<file path="src/rtl/rtc_alarm_pkg.sv">
// Shared constants for the RTC alarm comparator.
// Assumes byte-wide registers and an 8-bit register address space.
package rtc_alarm_pkg;
    localparam int REG_W       = 8;
    localparam int ADDR_W      = 8;
    localparam int FIELD_COUNT = 6;
    localparam int BANK_BASE   = 'h0C;
    localparam int STAT_ADDR   = 'h0A;
    localparam int CTRL_ADDR   = 'h0B;
    localparam int FLAG_BIT    = 0;
    localparam int AUTOCLR_BIT = 7;
endpackage

</file>
<file path="src/rtl/alarm_bank.sv">
// Storage for the alarm bytes, one register per compared field.
// Field k sits at address BASE+k. The MSB of each byte is its enable.
// Assumes one write per cycle; no read port here (the top muxes it).
module alarm_bank #(
    parameter int NF   = 6,
    parameter int DW   = 8,
    parameter int AW   = 8,
    parameter int BASE = 'h0C
) (
    input  logic             clk,
    input  logic             rst_n,
    input  logic             wr_en,
    input  logic [AW-1:0]    addr,
    input  logic [DW-1:0]    wdata,
    output logic [NF*DW-1:0] bytes_q,
    output logic [NF-1:0]    en_mask
);
    for (genvar k = 0; k < NF; k++) begin : g_field
        logic [DW-1:0] val_q;
        logic          hit;

        assign hit = wr_en && (addr == AW'(BASE + k));

        // Capture the alarm byte when its own address is written.
        always_ff @(posedge clk) begin
            if (!rst_n)   val_q <= '0;
            else if (hit) val_q <= wdata;
        end

        assign bytes_q[k*DW +: DW] = val_q;
        assign en_mask[k]          = val_q[DW-1];
    end
endmodule

</file>
<file path="src/rtl/match_eval.sv">
// Compares each enabled alarm field against the matching time field.
// Only bits below the MSB take part, and no BCD range check is made.
// Assumes the time bytes are stable in the strobe cycle.
module match_eval #(
    parameter int NF = 6,
    parameter int DW = 8
) (
    input  logic [NF*DW-1:0] alarm_bytes,
    input  logic [NF-1:0]    en_mask,
    input  logic [NF*DW-1:0] time_bytes,
    input  logic             tick,
    output logic             match_hit
);
    localparam int CW = DW - 1;

    logic [NF-1:0] field_ok;

    for (genvar k = 0; k < NF; k++) begin : g_cmp
        logic same;
        assign same        = alarm_bytes[k*DW +: CW] == time_bytes[k*DW +: CW];
        assign field_ok[k] = !en_mask[k] || same;
    end

    // A hit needs the strobe, at least one enabled field and no mismatch.
    always_comb begin
        match_hit = tick && (|en_mask) && (&field_ok);
    end
endmodule

</file>
<file path="src/rtl/status_ctrl.sv">
// Holds the sticky alarm flag and the auto-clear control bit.
// A set from a match takes priority over both clearing paths.
// Assumes a status read and a write do not target this block in one cycle.
module status_ctrl #(
    parameter int DW       = 8,
    parameter int AW       = 8,
    parameter int STAT_A   = 'h0A,
    parameter int CTRL_A   = 'h0B,
    parameter int FLAG_B   = 0,
    parameter int AUTOCL_B = 7
) (
    input  logic          clk,
    input  logic          rst_n,
    input  logic          wr_en,
    input  logic          rd_en,
    input  logic [AW-1:0] addr,
    input  logic [DW-1:0] wdata,
    input  logic          match_hit,
    output logic          flag_q,
    output logic          autoclr_q
);
    logic stat_sel;
    logic ctrl_sel;
    logic wr_clear;
    logic rd_clear;

    assign stat_sel = addr == AW'(STAT_A);
    assign ctrl_sel = addr == AW'(CTRL_A);
    assign wr_clear = wr_en && stat_sel && !wdata[FLAG_B];
    assign rd_clear = rd_en && stat_sel && autoclr_q;

    // Sticky flag: set by a match, otherwise cleared by write or read.
    always_ff @(posedge clk) begin
        if (!rst_n)                    flag_q <= 1'b0;
        else if (match_hit)            flag_q <= 1'b1;
        else if (wr_clear || rd_clear) flag_q <= 1'b0;
    end

    // Auto-clear enable taken from the control byte.
    always_ff @(posedge clk) begin
        if (!rst_n)                  autoclr_q <= 1'b0;
        else if (wr_en && ctrl_sel)  autoclr_q <= wdata[AUTOCL_B];
    end
endmodule

</file>
<file path="src/rtl/rtc_alarm_match.sv">
// Top level of the RTC alarm comparator: alarm bank, field comparator,
// status/control and a registered read mux.
// Assumes the time source gives a one-cycle strobe per advance.
module rtc_alarm_match
    import rtc_alarm_pkg::*;
#(
    parameter int NF       = FIELD_COUNT,
    parameter int DW       = REG_W,
    parameter int AW       = ADDR_W,
    parameter int BASE     = BANK_BASE,
    parameter int STAT_A   = STAT_ADDR,
    parameter int CTRL_A   = CTRL_ADDR,
    parameter int FLAG_B   = FLAG_BIT,
    parameter int AUTOCL_B = AUTOCLR_BIT
) (
    input  logic             clk,
    input  logic             rst_n,
    input  logic             reg_wr,
    input  logic             reg_rd,
    input  logic [AW-1:0]    reg_addr,
    input  logic [DW-1:0]    reg_wdata,
    output logic [DW-1:0]    reg_rdata,
    input  logic [NF*DW-1:0] time_now,
    input  logic             time_tick,
    output logic             alm_flag,
    output logic             alarm_irq_n
);
    logic [NF*DW-1:0] alarm_bytes;
    logic [NF-1:0]    en_mask;
    logic             match_hit;
    logic             arst_en;
    logic [DW-1:0]    rd_mux;

    alarm_bank #(.NF(NF), .DW(DW), .AW(AW), .BASE(BASE)) u_bank (
        .clk     (clk),
        .rst_n   (rst_n),
        .wr_en   (reg_wr),
        .addr    (reg_addr),
        .wdata   (reg_wdata),
        .bytes_q (alarm_bytes),
        .en_mask (en_mask)
    );

    match_eval #(.NF(NF), .DW(DW)) u_eval (
        .alarm_bytes (alarm_bytes),
        .en_mask     (en_mask),
        .time_bytes  (time_now),
        .tick        (time_tick),
        .match_hit   (match_hit)
    );

    status_ctrl #(
        .DW(DW), .AW(AW), .STAT_A(STAT_A), .CTRL_A(CTRL_A),
        .FLAG_B(FLAG_B), .AUTOCL_B(AUTOCL_B)
    ) u_stat (
        .clk       (clk),
        .rst_n     (rst_n),
        .wr_en     (reg_wr),
        .rd_en     (reg_rd),
        .addr      (reg_addr),
        .wdata     (reg_wdata),
        .match_hit (match_hit),
        .flag_q    (alm_flag),
        .autoclr_q (arst_en)
    );

    // Select the byte addressed by a read; unmapped addresses give zero.
    always_comb begin
        rd_mux = '0;
        for (int k = 0; k < NF; k++) begin
            if (reg_addr == AW'(BASE + k)) rd_mux = alarm_bytes[k*DW +: DW];
        end
        if (reg_addr == AW'(STAT_A)) rd_mux[FLAG_B]   = alm_flag;
        if (reg_addr == AW'(CTRL_A)) rd_mux[AUTOCL_B] = arst_en;
    end

    // Register read data so it appears one edge after the read strobe.
    always_ff @(posedge clk) begin
        if (!rst_n)      reg_rdata <= '0;
        else if (reg_rd) reg_rdata <= rd_mux;
    end

    assign alarm_irq_n = !alm_flag;
endmodule

</file>
<file path="config.mk">
export PLATFORM = sky130hd
export DESIGN_NAME = rtc_alarm_match
export DESIGN_NICKNAME = d
export VERILOG_FILES = /design/src/rtl/rtc_alarm_pkg.sv /design/src/rtl/alarm_bank.sv /design/src/rtl/match_eval.sv /design/src/rtl/status_ctrl.sv /design/src/rtl/rtc_alarm_match.sv
export SDC_FILE = /design/constraint.sdc
export NUM_CORES = 1
export LEC_CHECK = 0
export ABC_CLOCK_PERIOD_IN_PS = 1900
export BUFFER_PORTS_ARGS = -buffer_cell sky130_fd_sc_hd__clkbuf_2
export CAP_MARGIN = 20
export CORE_ASPECT_RATIO = 0.6
export CORE_MARGIN = 2
export CORE_UTILIZATION = 48
export DETAILED_ROUTE_END_ITERATION = 8
export PLACE_DENSITY_LB_ADDON = 0.05
export REMOVE_ABC_BUFFERS = 1
export SETUP_SLACK_MARGIN = 0.3
export SYNTH_ARGS = -nofsm -noshare
export SYNTH_HDL_FRONTEND = slang
export SYNTH_SLANG_ARGS = --single-unit
</file>
<file path="constraint.sdc">
create_clock -name clk -period 1.9 [get_ports clk]
set_input_delay 0.38 -clock clk [delete_from_list [all_inputs] [get_ports clk]]
set_output_delay 0.38 -clock clk [all_outputs]
set_load 0.05 [all_outputs]
</file>
==> results.ini <==
[clocking]
ctsHtreeMaxLevel=3
cts.path.max_buffers=2
tritoncts_clock_tree=done
cts_hold_buf=0
clkSinkCount=58
cts_buffers=9
cts.clk_slew.worst_paths_ns=0.06
cts.root.buffer_cell=sky130_fd_sc_hd__clkbuf_8
clk-insertion-delay-late_ns=0.35

[placed_design]
postPlaceCellArea_um2=3830
detailedPlacementHpwl_mm=7.13
globalplace.congestion=0.876
place.port_buffers=72

[route]
detail_route.wl_per_cell_um=17.7
number_of_iterations_in_the_first_detailed_routing_pass=4
first_iter_violations=138
route.final.wire_length_mm=9.42
antenna_violating_nets_post_route=0
detail_route.drc_violations=0
route.vias.total=2930
avgViaCountPerCell=5.50

[die]
fp-row-count=23
die_area_um2=7370
start_util_pct=48.8
die_width_um=109
coreArea_um2=6560
top_level_ports=79
fp.dieH_um=67.3

[flow_run]
max_cap_viol_count=0

[logic_synthesis]
post_synth_instance_area_um2=3200
synth-edff-count=0
synth_seq_cells=58
synthDistinctLibCells=46
count_of_synthesis_stage_warnings_from_yosys=0
syn_inst=348
avgSynthCellArea_um2=9.21
synth_flop_cell=sky130_fd_sc_hd__dfxtp_1
synth_async_sr_flop_share_pct=0
seq_area_frac_synth_pct=36.2

[finish]
final_design_area_no_fill_um2=4140
drive_gt1_share_pct=32.7
antenna_cells_inserted=0
fin_nets=510
flow.area_growth_from_synthesis_pct=29.2
fill_cells=619

[grt]
grt_pass1_vias=2706
first_pass_grt_wire_length_mm=14.6
grt-busiest-layer=met1
grt_use_met2_pct=37.4
grt_use_met1_pct=40.3
gr-usage-met3_pct=8.30
gr_usage_total_pct=27.3
grt-ovfl-total=0
grt_antenna_before_repair=0
grt_max_degree=25

[timing]
final_max_slew_viol_count=0
max_slew_margin_pct=74.5
grt_setup_unrepaired=yes
timing.final.crit_share_pct=87.4
fmax_mhz=602
tightest_pin_transition_ns=0.378
final.setup.tns_ns=0
fin_crit_ns=1.66
hold_viol=0
setup_viol_count_final=0
timing.clock.skew_ns=0.00810

[setup_path]
worst_ep_required_time_ns=2.17
critical_path_peak_fanout=3
crit_arrival_ns=1.93
crit_end_category=register
setup.worst_path.start_class=register
criticalPathCategory=register to register

[pwr]
total_leakage_power_nw=1.81
power_density_nw_per_um2=681
fin_total_pwr_w=0.00282
max-vdd-ir-drop_v=0.000305

[run_status]
outcome=complete, no violations

[hold_path]
min_path_type=primary input to register

==> worst paths after layout <==
check	slack [ns]	cells after the start	start	to
worst min-delay path	0.30	3	time_tick	u_stat.flag_q
worst min register to register	0.49	2	reg_rdata[5]	reg_rdata[5]
worst max register to register	0.24	5	u_bank.g_field[2].val_q[0]	u_stat.flag_q
worst max-delay path	0.24	5	u_bank.g_field[2].val_q[0]	u_stat.flag_q
==> state kept, by name, summed over array words and instances, names as in the netlist <==
register              flops
u_bank.g_field.val_q     48
reg_rdata                 8
u_stat.autoclr_q          1
u_stat.flag_q             1
==> layer usage <==
layer	wire length [µm]	vias up	part of all wire [%]
li1	-	1431	-
met5	0	-	0
met4	116	0	1.2
met2	3940	92	42
met3	691	12	7.3
met1	4680	1395	50
==> power breakdown <==
group | total (W) | internal, W | switching (W)
sequential | 0.00122 | 0.00122 | 0.00000201
clock | 0.00132 | 0.000810 | 0.000508
combinational | 0.000284 | 0.000132 | 0.000152
==> kinds of logic after synthesis <==
logic type / count (synthesis) / share of synthesized area [%]
muxes: 41 / 12.8
and+or+nand+nor: 127 / 22.1
AOI/OAI and AO/OA: 59 / 14.1
xor gates and xnor gates: 42 / 11.5
DFF: 58 / 36.2
buffers and inverters: 21 / 3.20
==> through the flow <==
stage          hold WS [ns]  instances  util (%)  setup slack (ns)
2_1_floorplan         0.464        331         -           -0.0585
3_3_place_gp          0.477        517      58.3            -0.128
3_5_place_dp          0.480        517      58.3            -0.163
4_1_cts               0.319        533      62.1             0.260
5_1_grt               0.300        533      63.1             0.223
6_report              0.298        533      63.1             0.240
==> cells in the final DEF (no fill, tap or decap), drive strengths merged, types with 3 or more instances in the layout <==
cell      n
a211oi    3
a21boi   16
a2bb2oi   4
a311oi    3
a31o      3
buf      28
clkbuf   83
dfxtp    58
inv       4
mux2i    41
nand2    32
nand3    24
nand4     9
nor2     11
nor2b    34
nor3      3
o21a      3
o21ai     7
o2bb2ai   5
o31ai     3
o41ai     5
or4       4
xnor2    27
xor2     15
==> cell usage after synthesis, types with 2 or more instances <==
cell | number | area, µm²
sky130_fd_sc_hd__a211oi_1 | 3 | 22.5
sky130_fd_sc_hd__a21boi_0 | 16 | 120
sky130_fd_sc_hd__a2bb2oi_1 | 4 | 35.0
sky130_fd_sc_hd__a311oi_1 | 3 | 26.3
sky130_fd_sc_hd__a31o_2 | 3 | 26.3
sky130_fd_sc_hd__a31oi_1 | 2 | 12.5
sky130_fd_sc_hd__buf_2 | 4 | 20.0
sky130_fd_sc_hd__buf_6 | 2 | 22.5
sky130_fd_sc_hd__clkbuf_1 | 10 | 37.5
sky130_fd_sc_hd__dfxtp_1 | 58 | 1160
sky130_fd_sc_hd__inv_1 | 4 | 15.0
sky130_fd_sc_hd__mux2i_1 | 41 | 410
sky130_fd_sc_hd__nand2_1 | 32 | 120
sky130_fd_sc_hd__nand3_1 | 23 | 115
sky130_fd_sc_hd__nand4_1 | 9 | 56.3
sky130_fd_sc_hd__nor2_1 | 11 | 41.3
sky130_fd_sc_hd__nor2b_1 | 34 | 213
sky130_fd_sc_hd__nor3_2 | 2 | 20.0
sky130_fd_sc_hd__nor4_1 | 2 | 12.5
sky130_fd_sc_hd__o21a_1 | 3 | 22.5
sky130_fd_sc_hd__o21ai_0 | 6 | 30.0
sky130_fd_sc_hd__o2bb2ai_1 | 5 | 43.8
sky130_fd_sc_hd__o31ai_1 | 3 | 22.5
sky130_fd_sc_hd__o41ai_1 | 5 | 43.8
sky130_fd_sc_hd__or4_2 | 2 | 17.5
sky130_fd_sc_hd__xnor2_1 | 27 | 236
sky130_fd_sc_hd__xor2_1 | 15 | 131
==> timing repair <==
action                                  4_1_cts  5_1_grt
endpoints found under the setup margin       15       34
pin swaps                                     1       13
setup buffers                                 0        0
gates resized for setup                       4       17
==> critical path: stages (launching register included) <==
cell                      delay, ns
sky130_fd_sc_hd__dfxtp_2       0.34
sky130_fd_sc_hd__xnor2_1       0.15
sky130_fd_sc_hd__nand4_1       0.24
sky130_fd_sc_hd__o41ai_2       0.46
sky130_fd_sc_hd__nand4_1       0.21
sky130_fd_sc_hd__o21ai_1       0.19
==> layout make-up <==
class / instances / area (µm²) / area share [%]
tap: 87 / 109 / 2.63
timing repair buffer: 99 / 603 / 14.6
clock inverter: 4 / 73.8 / 1.78
multi-input combinational: 269 / 2020 / 48.7
sequential: 58 / 1170 / 28.2
clock buffer: 12 / 155 / 3.75
inverter: 4 / 15.0 / 0.363
Note: power is estimated with default switching activity, not from simulation.
